`src/rtl/mdio_mgmt_pkg.sv`:
```
package mdio_mgmt_pkg;
  localparam logic [1:0] SOF_PAT   = 2'b01;
  localparam logic [1:0] OPC_READ  = 2'b10;
  localparam logic [1:0] OPC_WRITE = 2'b01;
  localparam logic [1:0] TA_DRIVE  = 2'b10;

  // body = start, opcode, phy, reg, turnaround, data
  localparam int BODY_BITS  = 32;
  localparam int TA_FIRST   = 14;
  localparam int TA_SECOND  = 15;
  localparam int DATA_FIRST = 16;

  typedef struct packed {
    logic        wr;
    logic [4:0]  phy;
    logic [4:0]  regad;
    logic [15:0] wdata;
  } mgmt_req_t;
endpackage

```
`src/rtl/mdio_mdc_gen.sv`:
```
module mdio_mdc_gen #(
  parameter int DIV_HALF = 40
) (
  input  logic clk,
  input  logic rst_n,
  input  logic run,
  output logic mdc,
  output logic rise_tick,
  output logic fall_tick
);
  localparam int CW = (DIV_HALF > 1) ? $clog2(DIV_HALF) : 1;
  localparam logic [CW-1:0] CMAX = CW'(DIV_HALF - 1);

  logic [CW-1:0] cnt;
  logic          wrap;

  assign wrap      = run && (cnt == CMAX);
  assign rise_tick = wrap && !mdc;
  assign fall_tick = wrap && mdc;

  always_ff @(posedge clk) begin
    if (!rst_n) begin
      cnt <= '0;
      mdc <= 1'b0;
    end else if (!run) begin
      cnt <= '0;
      mdc <= 1'b0;
    end else if (wrap) begin
      cnt <= '0;
      mdc <= ~mdc;
    end else begin
      cnt <= cnt + 1'b1;
    end
  end
endmodule

```
`src/rtl/mdio_frame_seq.sv`:
```
module mdio_frame_seq
  import mdio_mgmt_pkg::*;
#(
  parameter int PRE_LEN = 32
) (
  input  logic       clk,
  input  logic       rst_n,
  input  logic       accept,
  input  mgmt_req_t  req_in,
  input  logic       pre_skip,
  input  logic       fall_tick,
  output logic       busy,
  output logic       done,
  output logic       wr_q,
  output logic       in_body,
  output logic [5:0] body_idx,
  output logic       mdio_o,
  output logic       mdio_oe
);
  localparam int LAST  = PRE_LEN + BODY_BITS;  // final idle bit position
  localparam int POS_W = $clog2(LAST + 1);
  localparam logic [POS_W-1:0] PRE_P  = POS_W'(PRE_LEN);
  localparam logic [POS_W-1:0] LAST_P = POS_W'(LAST);

  logic [POS_W-1:0] pos;
  logic [POS_W-1:0] offs;
  mgmt_req_t        req_q;
  logic [31:0]      body_word;

  always_ff @(posedge clk) begin
    if (!rst_n) begin
      busy  <= 1'b0;
      done  <= 1'b0;
      pos   <= '0;
      req_q <= '0;
    end else begin
      done <= 1'b0;
      if (accept) begin
        busy  <= 1'b1;
        req_q <= req_in;
        pos   <= pre_skip ? PRE_P : '0;
      end else if (busy && fall_tick) begin
        if (pos == LAST_P) begin
          busy <= 1'b0;
          done <= 1'b1;
        end else begin
          pos <= pos + 1'b1;
        end
      end
    end
  end

  assign wr_q      = req_q.wr;
  assign offs      = pos - PRE_P;
  assign body_idx  = offs[5:0];
  assign in_body   = busy && (pos >= PRE_P);
  assign body_word = {SOF_PAT, (req_q.wr ? OPC_WRITE : OPC_READ),
                      req_q.phy, req_q.regad, TA_DRIVE, req_q.wdata};

  always_comb begin
    mdio_o  = 1'b0;
    mdio_oe = 1'b0;
    if (busy) begin
      if (!in_body) begin
        mdio_o  = 1'b1;
        mdio_oe = 1'b1;
      end else if ((body_idx < 6'(TA_FIRST)) ||
                   (req_q.wr && (body_idx < 6'(BODY_BITS)))) begin
        mdio_o  = body_word[5'd31 - body_idx[4:0]];
        mdio_oe = 1'b1;
      end
    end
  end
endmodule

```
`src/rtl/mdio_read_capture.sv`:
```
module mdio_read_capture
  import mdio_mgmt_pkg::*;
(
  input  logic        clk,
  input  logic        rst_n,
  input  logic        accept,
  input  logic        rise_tick,
  input  logic        in_body,
  input  logic        wr_q,
  input  logic [5:0]  body_idx,
  input  logic        mdio_i,
  output logic [15:0] rdata,
  output logic        ta_err
);
  always_ff @(posedge clk) begin
    if (!rst_n) begin
      rdata  <= '0;
      ta_err <= 1'b0;
    end else if (accept) begin
      rdata  <= '0;
      ta_err <= 1'b0;
    end else if (rise_tick && in_body && !wr_q) begin
      if (body_idx == 6'(TA_SECOND)) begin
        ta_err <= mdio_i;
      end else if ((body_idx >= 6'(DATA_FIRST)) && (body_idx < 6'(BODY_BITS))) begin
        rdata <= {rdata[14:0], mdio_i};
      end
    end
  end
endmodule

```
`src/rtl/mdio_mgmt_master.sv`:
```
module mdio_mgmt_master
  import mdio_mgmt_pkg::*;
#(
  parameter int DIV_HALF = 40,
  parameter int PRE_LEN  = 32
) (
  input  logic        clk,
  input  logic        rst_n,
  input  logic        req_valid,
  output logic        req_ready,
  input  logic        req_write,
  input  logic [4:0]  req_phy,
  input  logic [4:0]  req_reg,
  input  logic [15:0] req_wdata,
  input  logic        pre_skip,
  output logic        rsp_valid,
  output logic [15:0] rsp_rdata,
  output logic        rsp_ta_err,
  output logic        mdc,
  output logic        mdio_o,
  output logic        mdio_oe,
  input  logic        mdio_i
);
  logic       busy, accept, rise_tick, fall_tick, wr_q, in_body;
  logic [5:0] body_idx;
  mgmt_req_t  req_in;

  assign req_ready = !busy;
  assign accept    = req_valid && req_ready;
  assign req_in    = '{wr: req_write, phy: req_phy, regad: req_reg, wdata: req_wdata};

  mdio_mdc_gen #(.DIV_HALF(DIV_HALF)) u_clk (
    .clk(clk), .rst_n(rst_n), .run(busy),
    .mdc(mdc), .rise_tick(rise_tick), .fall_tick(fall_tick)
  );

  mdio_frame_seq #(.PRE_LEN(PRE_LEN)) u_seq (
    .clk(clk), .rst_n(rst_n), .accept(accept), .req_in(req_in),
    .pre_skip(pre_skip), .fall_tick(fall_tick), .busy(busy), .done(rsp_valid),
    .wr_q(wr_q), .in_body(in_body), .body_idx(body_idx),
    .mdio_o(mdio_o), .mdio_oe(mdio_oe)
  );

  mdio_read_capture u_cap (
    .clk(clk), .rst_n(rst_n), .accept(accept), .rise_tick(rise_tick),
    .in_body(in_body), .wr_q(wr_q), .body_idx(body_idx), .mdio_i(mdio_i),
    .rdata(rsp_rdata), .ta_err(rsp_ta_err)
  );
endmodule

```
`config.mk`:
```
export PLATFORM = sky130hd
export DESIGN_NAME = mdio_mgmt_master
export DESIGN_NICKNAME = d
export VERILOG_FILES = /design/src/rtl/mdio_mgmt_pkg.sv /design/src/rtl/mdio_mdc_gen.sv /design/src/rtl/mdio_frame_seq.sv /design/src/rtl/mdio_read_capture.sv /design/src/rtl/mdio_mgmt_master.sv
export SDC_FILE = /design/constraint.sdc
export NUM_CORES = 1
export LEC_CHECK = 0
export ABC_AREA = 1
export BUFFER_PORTS_ARGS = -buffer_cell sky130_fd_sc_hd__buf_2
export CAP_MARGIN = 40
export CORE_ASPECT_RATIO = 0.9
export CORE_MARGIN = 5
export CORE_UTILIZATION = 45
export DETAILED_ROUTE_END_ITERATION = 8
export PLACE_DENSITY = 0.67
export SLEW_MARGIN = 20
export SYNTH_ARGS = -nofsm -noshare
export SYNTH_HDL_FRONTEND = slang
export SYNTH_SLANG_ARGS = --single-unit
```
`constraint.sdc`:
```
create_clock -name clk -period 2.3 [get_ports clk]
set_input_delay 0.46 -clock clk [delete_from_list [all_inputs] [get_ports clk]]
set_output_delay 0.46 -clock clk [all_outputs]
set_load 0.03 [all_outputs]
```
**Word level (Yosys, flattened, before mapping)**

Cells that the tools add are included.

- $add $sub $neg: 4
- Eq/ne operators: 4
- Bitwise gates (word level): 5
- Magnitude comparators: 5
- Muxes and demuxes: 17
- Reductions and logical operators: 24

Operators with widths:

| kind | count |
|---|---|
| $mux 7 | 3 |
| $mux 1 | 11 |
| $logic_and 1x1->1 | 10 |
| $reduce_and 2->1 | 4 |
| $add 7x1->7 const B | 1 |
| $eq 7x7->1 const B | 1 |
| $ge 7x6->1 const B | 1 |
| $add 6x1->6 const B | 1 |
| $eq 6x4->1 const B | 1 |
| $eq 6x6->1 const B | 1 |
| $ge 6x5->1 const B | 1 |
| $lt 5x6->1 const B | 1 |
| $lt 6x4->1 const B | 1 |
| $lt 6x6->1 const B | 1 |
| $mux 6 | 1 |
| $reduce_or 3->1 | 2 |
| $sub 6x6->6 const B | 1 |
| $bmux 1 s5 | 1 |
| $not 1->1 | 5 |
| $sub 5x5->5 const A | 1 |
| $reduce_bool 2->1 | 2 |
| $logic_not 1->1 | 3 |
| $reduce_and 3->1 | 1 |
| $mux 2 | 1 |
| other kinds (3) | 3 |

- Logic and storage cells: 70
- Bits in registers: 60

**Depth between registers and ports, before layout**

Gate-level depths: netlist of the first run.

- Depth in word-level cells: 7
- Depth in mapped cells: 11
- Gate-level depth less buffers: 10

**Modules after synthesis**

A second synthesis of the first run with hierarchy kept.

- Cells, all modules: 407
- Area total of the unflattened synthesis: 2822.7 um2

By module, submodules not included:

| module | sequential area each (um2) | times used | cells an instance | area each (um2) |
|---|---|---|---|---|
| mdio_frame_seq | 720.7 | 1 | 267 | 1803.0 |
| mdio_read_capture | 340.3 | 1 | 86 | 665.6 |
| mdio_mdc_gen | 140.1 | 1 | 51 | 340.3 |
| mdio_mgmt_master | 0.0 | 1 | 3 | 13.8 |

**Worst setup path before layout of the first run**

OpenSTA, ideal clock, no wires.

- Path kind: flip-flop to output port
- Start: register u_seq.pos[0]
- End: output port mdio_o
- Slack: 236 ps
- Buffers on the path: 2
- Arrival time: 1604 ps
- Stages on the path, launching flop included: 11
- Data required time: 1840 ps
- Cells stage by stage: dfxtp_1 -> buf_4 -> inv_1 -> buf_4 -> nand2_1 -> nand3_1 -> a21boi_0 -> nor2_1 -> nand2_1 -> nand3_1 -> a21oi_1

- Word-level cells in the longest chain between the ends: 7
- Elaborated cells on any way between the ends: 13

RTL lines:

| element | RTL line | text |
|---|---|---|
| from (decl) | mdio_frame_seq.sv:25 | `logic [POS_W-1:0] pos;` |
| from (signal assigned) | mdio_frame_seq.sv:41 | `pos <= pre_skip ? PRE_P : '0;` |
| from (signal assigned) | mdio_frame_seq.sv:47 | `pos <= pos + 1'b1;` |
| $sub 6x6->6 | mdio_frame_seq.sv:54 | `assign offs = pos - PRE_P;` |
| $sub 5x5->5 / $lt 6x6->1 (equally long branches) | mdio_frame_seq.sv:69, mdio_frame_seq.sv:68 |  |
| $bmux 1 s5 / $logic_and 1x1->1 (equally long branches) | mdio_frame_seq.sv:69, mdio_frame_seq.sv:68 |  |
| $mux 1 (implied by the code) / $logic_or 1x1->1 (equally long branches) | mdio_frame_seq.sv:69, mdio_frame_seq.sv:67 |  |
| $mux 1 | mdio_frame_seq.sv:67 | `end else if ((body_idx < 6'(TA_FIRST)) \|\|` |
| $mux 1 (*) | mdio_frame_seq.sv:64 | `if (!in_body) begin` |
| $mux 1 (*) | mdio_frame_seq.sv:63 | `if (busy) begin` |
| to (decl) | mdio_mgmt_master.sv:20 | `output logic mdio_o,` |

Every way passes the cells marked *; elsewhere a longest branch is shown, timed or not. The select of a mux whose other input is x is not followed.

**Worst setup path in the final report of the first run**

Ends and elaborated chain as after synthesis.

==> results of run 1 <==
==> logic make-up after synthesis <==
kind of cell	synth area share [%]
flops	44.7
fa+ha+maj	1.40
buf+inv	10.6
compound gates	17.2
xor+xnor	1.30
simple gates	24.8
==> worst max-delay path by stage <==
| stage | startpoint | end | depth (start not counted) |
|---|---|---|---|
| floorplan | u_seq.pos[0] | mdio_o | 10 |
| global placement | u_seq.pos[0] | mdio_o | 10 |
| detailed placement | u_seq.pos[0] | mdio_o | 10 |
| CTS | u_seq.pos[0] | mdio_o | 9 |
| global route | u_seq.pos[0] | mdio_o | 10 |
| finish | u_seq.pos[0] | mdio_o | 10 |
==> state kept, by name, summed over array words and instances (netlist names) <==
signal and flops:
u_seq.body_word 26, u_cap.rdata 16, u_seq.pos 7, u_clk.cnt 6, u_cap.ta_err 1, u_clk.mdc 1
u_seq.busy 1, u_seq.done 1, u_seq.wr_q 1
==> repair_timing <==
action,4_1_cts,5_1_grt
setup buffers,1,2
cloned,1,0
setup endpoints to repair,1,2
hold endpoints to repair,0,0
gates resized for setup,4,20
pin swaps,0,7
==> critical path, cell delays in order (launching register included) <==
cell        delay, ns
dfxtp_4          0.40
clkinvlp_4       0.11
buf_6            0.13
nand2_1          0.06
nand3_1          0.06
a21boi_1         0.15
nor2_1           0.06
nand2_1          0.06
nand3_2          0.07
a21oi_2          0.17
buf_6            0.15
==> area by class of cell <==
class | instances | share of cell area, %
repair buffers | 61 | 10.7
multi-input cells | 251 | 38.5
clock buffers | 14 | 4.71
flip-flops and latches | 60 | 37.2
clock inverters | 2 | 0.309
inverters | 47 | 5.60
repair inverters | 1 | 0.232
well taps | 70 | 2.70
==> report_power, final <==
group	total, mW	switching [mW]	internal [mW]
registers	1.10	0.0221	1.08
logic	0.193	0.118	0.0756
clock network	0.798	0.379	0.418
total	2.09	0.519	1.57
==> cells in the mapped netlist, types with 2 or more instances <==
library cell  count
inv_1            44
buf_6             3
nand2_2           2
nor3_1            4
nor4_1            2
xor2_1            4
ha_1              3
inv_2             2
buf_2             4
o21ai_0          40
nand2_1          49
clkbuf_1          9
o21ai_2           2
buf_4             2
dfxtp_1          60
nor2_2            2
nand3_1          25
o21ai_1          12
a21oi_1          34
nor2_1           63
==> per-layer routing <==
metal  global-route usage, %  share of wire, %  vias to the layer above
li1                        -                 -                     1320
met1                    20.7                50                     1083
met2                    23.8                43                       51
met3                    4.52               5.6                        7
met4                    6.80               1.5                        0
met5                       0                 0                        -
==> results by group, run 1 <==
Run status
  • Status: finished, final reports clean

Global route
  • Total grt overflow: 0
  • Largest net degree at the start of global routing: 38
  • Total global routing track utilization: 15.7%
  • Vias in the first global route: 2288
  • Initial antenna violation count: 0
  • First-pass GRT wire length: 9.99 mm

Setup path
  • FF-to-FF setup slack: 0.38 ns
  • CP required: 1.84 ns
  • Reg2reg end: u_cap.rdata[0]
  • Setup crit start kind: register
  • R2r startpoint: u_seq.busy
  • Arrival @ worst endpoint: 1.77 ns
  • WS Path Type: reg -> out
  • Worst r2r path cells: 7
  • CP max FO: 5
  • Critical path endpoint category: output pin

Finish
  • Fill count: 582
  • Final Cell Area: 0.00324 mm²
  • Fin cells: 506
  • Area of the multi-input gates: 0.00125 mm²
  • Most frequent cells in the layout: nor2_1, dfxtp_1, buf_2, nand2_1, inv_1
  • Share of cells above drive strength 1: 22.5%
  • Fin nets: 466
  • Register area: 0.00120 mm²
  • Diode count: 0
  • Fin util: 56.6%
  • Syn-to-layout area delta: 20.5%
  • Commonest non-fill, non-tap cell in the layout: nor2_1

Synthesis
  • Yosys cell types: 31
  • #FFs+latches synth: 60
  • Number of synthesized flops with an enable pin: 0
  • Syn Nets: 412
  • Cells after Synth: 377
  • Area share of the largest cell type after synthesis: 44.7%
  • Ys Warns: 0
  • Top cell type by total area after synthesis: dfxtp_1
  • Register area share after synthesis: 44.7%
  • Avg Inst Size Synth: 7.13 µm²
  • Post-synth ARST share: 0%
  • Synthesized area: 0.00269 mm²
  • Top_reg_cell synth: dfxtp_1
  • Ranking of synthesized cells by area: dfxtp_1, nor2_1, o21ai_0

Hold path
  • Hold EP: u_seq.body_word[19]
  • Worst Hold Class: in -> reg
  • Min-delay src: req_reg[1]
  • Hold Path Depth: 3

Floorplan
  • Placeable Area: 0.00573 mm²
  • Die height: 83.3 µm
  • Die Area: 0.00762 mm²
  • Initial core utilization: 46.9%
  • FP Rows: 26
  • Die width: 91.5 µm
  • Ports: 54

STA
  • RSZ-0062 raised after global routing: yes
  • Final worst-path cycle share: 96.9%
  • Tightest hold margin: 0.374 ns
  • Final hold violation count: 0
  • Final setup violation count: 0
  • Worst setup margin: 0.0710 ns
  • Worst-Margin Slew: 0.574 ns
  • F_max: 449 MHz
  • Clk_skew: 0.00576 ns
  • Min Tclk post-route: 2.23 ns
  • Setup TNS: 0 ns
  • Slew HR: 61.7%
  • Fin. max-slew vios: 0

Power
  • Maximum vdd drop: 0.424 mV
  • Design Power: 2.09 mW
  • Pleak: 1.38 nW
  • Power Dens Cells: 646 mW/mm²

Clock tree
  • Clock root buffer: clkbuf_8
  • Cts hold-fix bufs: 0
  • Clk buf depth: 2
  • Worst-Skew Late Latency: 0.33 ns
  • CTS sink count: 60
  • H-tree Lvls: 3
  • Clock Pin Slew Worst Setup and Hold Paths: 0.07 ns
  • TritonCTS clock tree: built
  • Cts bufs inserted: 9

Placed design
  • Placement Cell Area: 0.00297 mm²
  • IO buf count: 53
  • Place WS: 0.286 ns
  • Routability congestion estimate from global placement: 0.858
  • Cell total after placement: 486
  • Final HPWL DP: 4.07 mm

Route
  • Remaining DRCs: 0
  • Via count: 2461
  • DRT Pass-1 Iters: 4
  • Via-to-Cell Ratio: 4.86
  • Final ANT Viol Nets: 0
  • Drt initial violations: 117
  • WL final: 5.92 mm
  • Avg WL per Cell: 11.7 µm

Job
  • Max cap viols: 0
No activity file was read; power rests on OpenSTA's default activity.
==> inputs of run 2 (changes only) <==
--- a/config.mk
+++ b/config.mk
@@ -10,9 +10,8 @@
 export CAP_MARGIN = 40
 export CORE_ASPECT_RATIO = 0.9
 export CORE_MARGIN = 5
-export CORE_UTILIZATION = 45
+export CORE_UTILIZATION = 35
 export DETAILED_ROUTE_END_ITERATION = 8
-export PLACE_DENSITY = 0.67
 export SLEW_MARGIN = 20
 export SYNTH_ARGS = -nofsm -noshare
 export SYNTH_HDL_FRONTEND = slang
==> run 2 against run 1 <==
Compared with the run above:
- final cell count up 5.9%
- register-to-register slack better by 0.29 ns
- first-iteration DRC count up 41%
- non-clock buffer count up 3
- routed wire length up 4.1%
- total power up 0.74%
- hold slack better by 0.0057 ns
- core utilization down 13 points
- clock skew down 0.0010 ns
- sequential share of layout area down 0.22 points
- via count down 0.93%
- highest routed layer unchanged
- sequential cell count unchanged
==> results by group, run 2 (same netlist as run 1, synthesis figures left out) <==
Power
  • Net Sw Frac: 25.8%
  • Design Power: 2.11 mW
  • Maximum vdd drop: 0.239 mV
  • Pint: 1.56 mW
  • Power Dens Cells: 646 mW/mm²
  • Flop pwr share: 52.3%
  • P_sw: 543 µW
  • Pleak: 1.38 nW
  • Clk pwr share: 38.7%
  • Comb pwr share: 9.0%

Floorplan
  • Die height: 93.1 µm
  • Die width: 102 µm
  • FP Rows: 30
  • Initial core utilization: 35.8%
  • Die Area: 0.00953 mm²
  • Placeable Area: 0.00751 mm²
  • Ports: 54

STA
  • Final hold violation count: 0
  • Worst setup margin: 0.112 ns
  • F_max: 457 MHz
  • Tightest hold margin: 0.379 ns
  • Slew HR: 71.9%
  • Final worst-path cycle share: 95.1%
  • Min Tclk post-route: 2.19 ns
  • Fin. max-slew vios: 0
  • Clk_skew: 0.00473 ns
  • Final setup violation count: 0
  • RSZ-0062 raised after global routing: yes
  • Worst-Margin Slew: 0.421 ns

Finish
  • Most frequent cells in the layout: nor2_1, dfxtp_1, buf_2, nand2_1, inv_1
  • Syn-to-layout area delta: 21.3%
  • Fin cells: 536
  • Commonest non-fill, non-tap cell in the layout: nor2_1
  • Fin nets: 470
  • Share of cells above drive strength 1: 22.5%
  • Largest register FFs: 26
  • Diode count: 0

Setup path
  • CP required: 1.84 ns
  • Critical path endpoint category: output pin
  • Arrival @ worst endpoint: 1.73 ns
  • CP max FO: 11
  • WS Path Type: reg -> out
  • R2r startpoint: u_seq.pos[0]
  • Setup crit start kind: register
  • Worst Setup SP: u_seq.pos[1]

Global route
  • Largest net degree at the start of global routing: 38
  • First-pass GRT wire length: 10.3 mm
  • Initial antenna violation count: 0
  • Total global routing track utilization: 13.5%
  • Vias in the first global route: 2295
  • Total grt overflow: 0

Run status
  • Status: finished, final reports clean

Clock tree
  • Cts bufs inserted: 9
  • CTS sink count: 60
  • Clock root buffer: clkbuf_8
  • Worst-Skew Late Latency: 0.33 ns
  • Clk buf depth: 2
  • Clock Pin Slew Worst Setup and Hold Paths: 0.07 ns
  • Cts hold-fix bufs: 0
  • TritonCTS clock tree: built
  • H-tree Lvls: 3

Route
  • WL final: 6.17 mm
  • Drt initial violations: 165
  • Via count: 2438
  • Via-to-Cell Ratio: 4.55
  • Final ANT Viol Nets: 0
  • Remaining DRCs: 0
  • DRT Pass-1 Iters: 4
  • Avg WL per Cell: 11.5 µm

Placed design
  • Final HPWL DP: 4.39 mm
  • Routability congestion estimate from global placement: 0.864
  • Cell total after placement: 514
  • Place WS: 0.344 ns
  • IO buf count: 53

Hold path
  • Worst Hold Class: in -> reg
  • Min-delay src: mdio_i

Job
  • Max cap viols: 0
## run 2: repair_timing
item                                    in CTS  in global routing
gates cloned                                 1                  1
endpoints found under the setup margin       1                  2
buffers inserted                             2                  2
pin swaps                                    0                  1
resized for setup                            2                 10
## run 2: layer usage
metal  wire, µm  part of all wire [%]  GRT usage [%]
met5          0                     0              0
met4         66                   1.1           3.28
met3        330                   5.4           5.44
met2       2640                    43           19.4
met1       3130                    51           18.9
## run 2: worst paths after layout
path | to | slack, ns | depth (start not counted)
setup reg to reg | u_seq.pos[5] | 0.67 | 9
hold reg to reg | u_cap.rdata[15] | 0.44 | 2
hold / removal | u_cap.ta_err | 0.38 | 3
setup / recovery | mdio_o | 0.11 | 10
## run 2: final cells by class
cell class / instances / area [µm²]
multi-input combinational: 251 / 1210
timing repair inverter: 2 / 12.5
clock inverter: 5 / 27.5
clock buffer: 11 / 141
timing repair buffer: 64 / 358
fill: 814 / 4250
sequential: 60 / 1210
inverter: 47 / 184
tap: 96 / 120
## run 2: metrics by stage
stage,utilization [%],cell area (µm²),setup TNS (ns)
floorplan,-,2690,0
global placement,40.2,3020,0
detailed placement,40.2,3020,0
CTS,42.8,3210,0
global route,43.4,3260,-0.00635
finish,43.4,3260,0
## run 2: power by group through the flow
| stage | Combinational, mW | Clock [mW] | Sequential, mW |
|---|---|---|---|
| finish | 0.190 | 0.816 | 1.10 |
| global route | 0.223 | 0.904 | 1.10 |
| CTS | 0.189 | 0.853 | 1.10 |
| detailed placement | 0.189 | 0 | 1.13 |
| global placement | 0.186 | 0 | 1.13 |
| floorplan | 0.132 | 0 | 1.12 |
## run 2: worst max-delay path, stage by stage (launching register included)
cell and delay [ns]:
dfxtp_2 0.39, buf_4 0.20, o21ai_0 0.10, nand3_1 0.08, nand2_1 0.05, inv_1 0.05, nand3_1 0.07, nand2_1 0.08
nand3_2 0.09, a21oi_2 0.12, buf_4 0.17
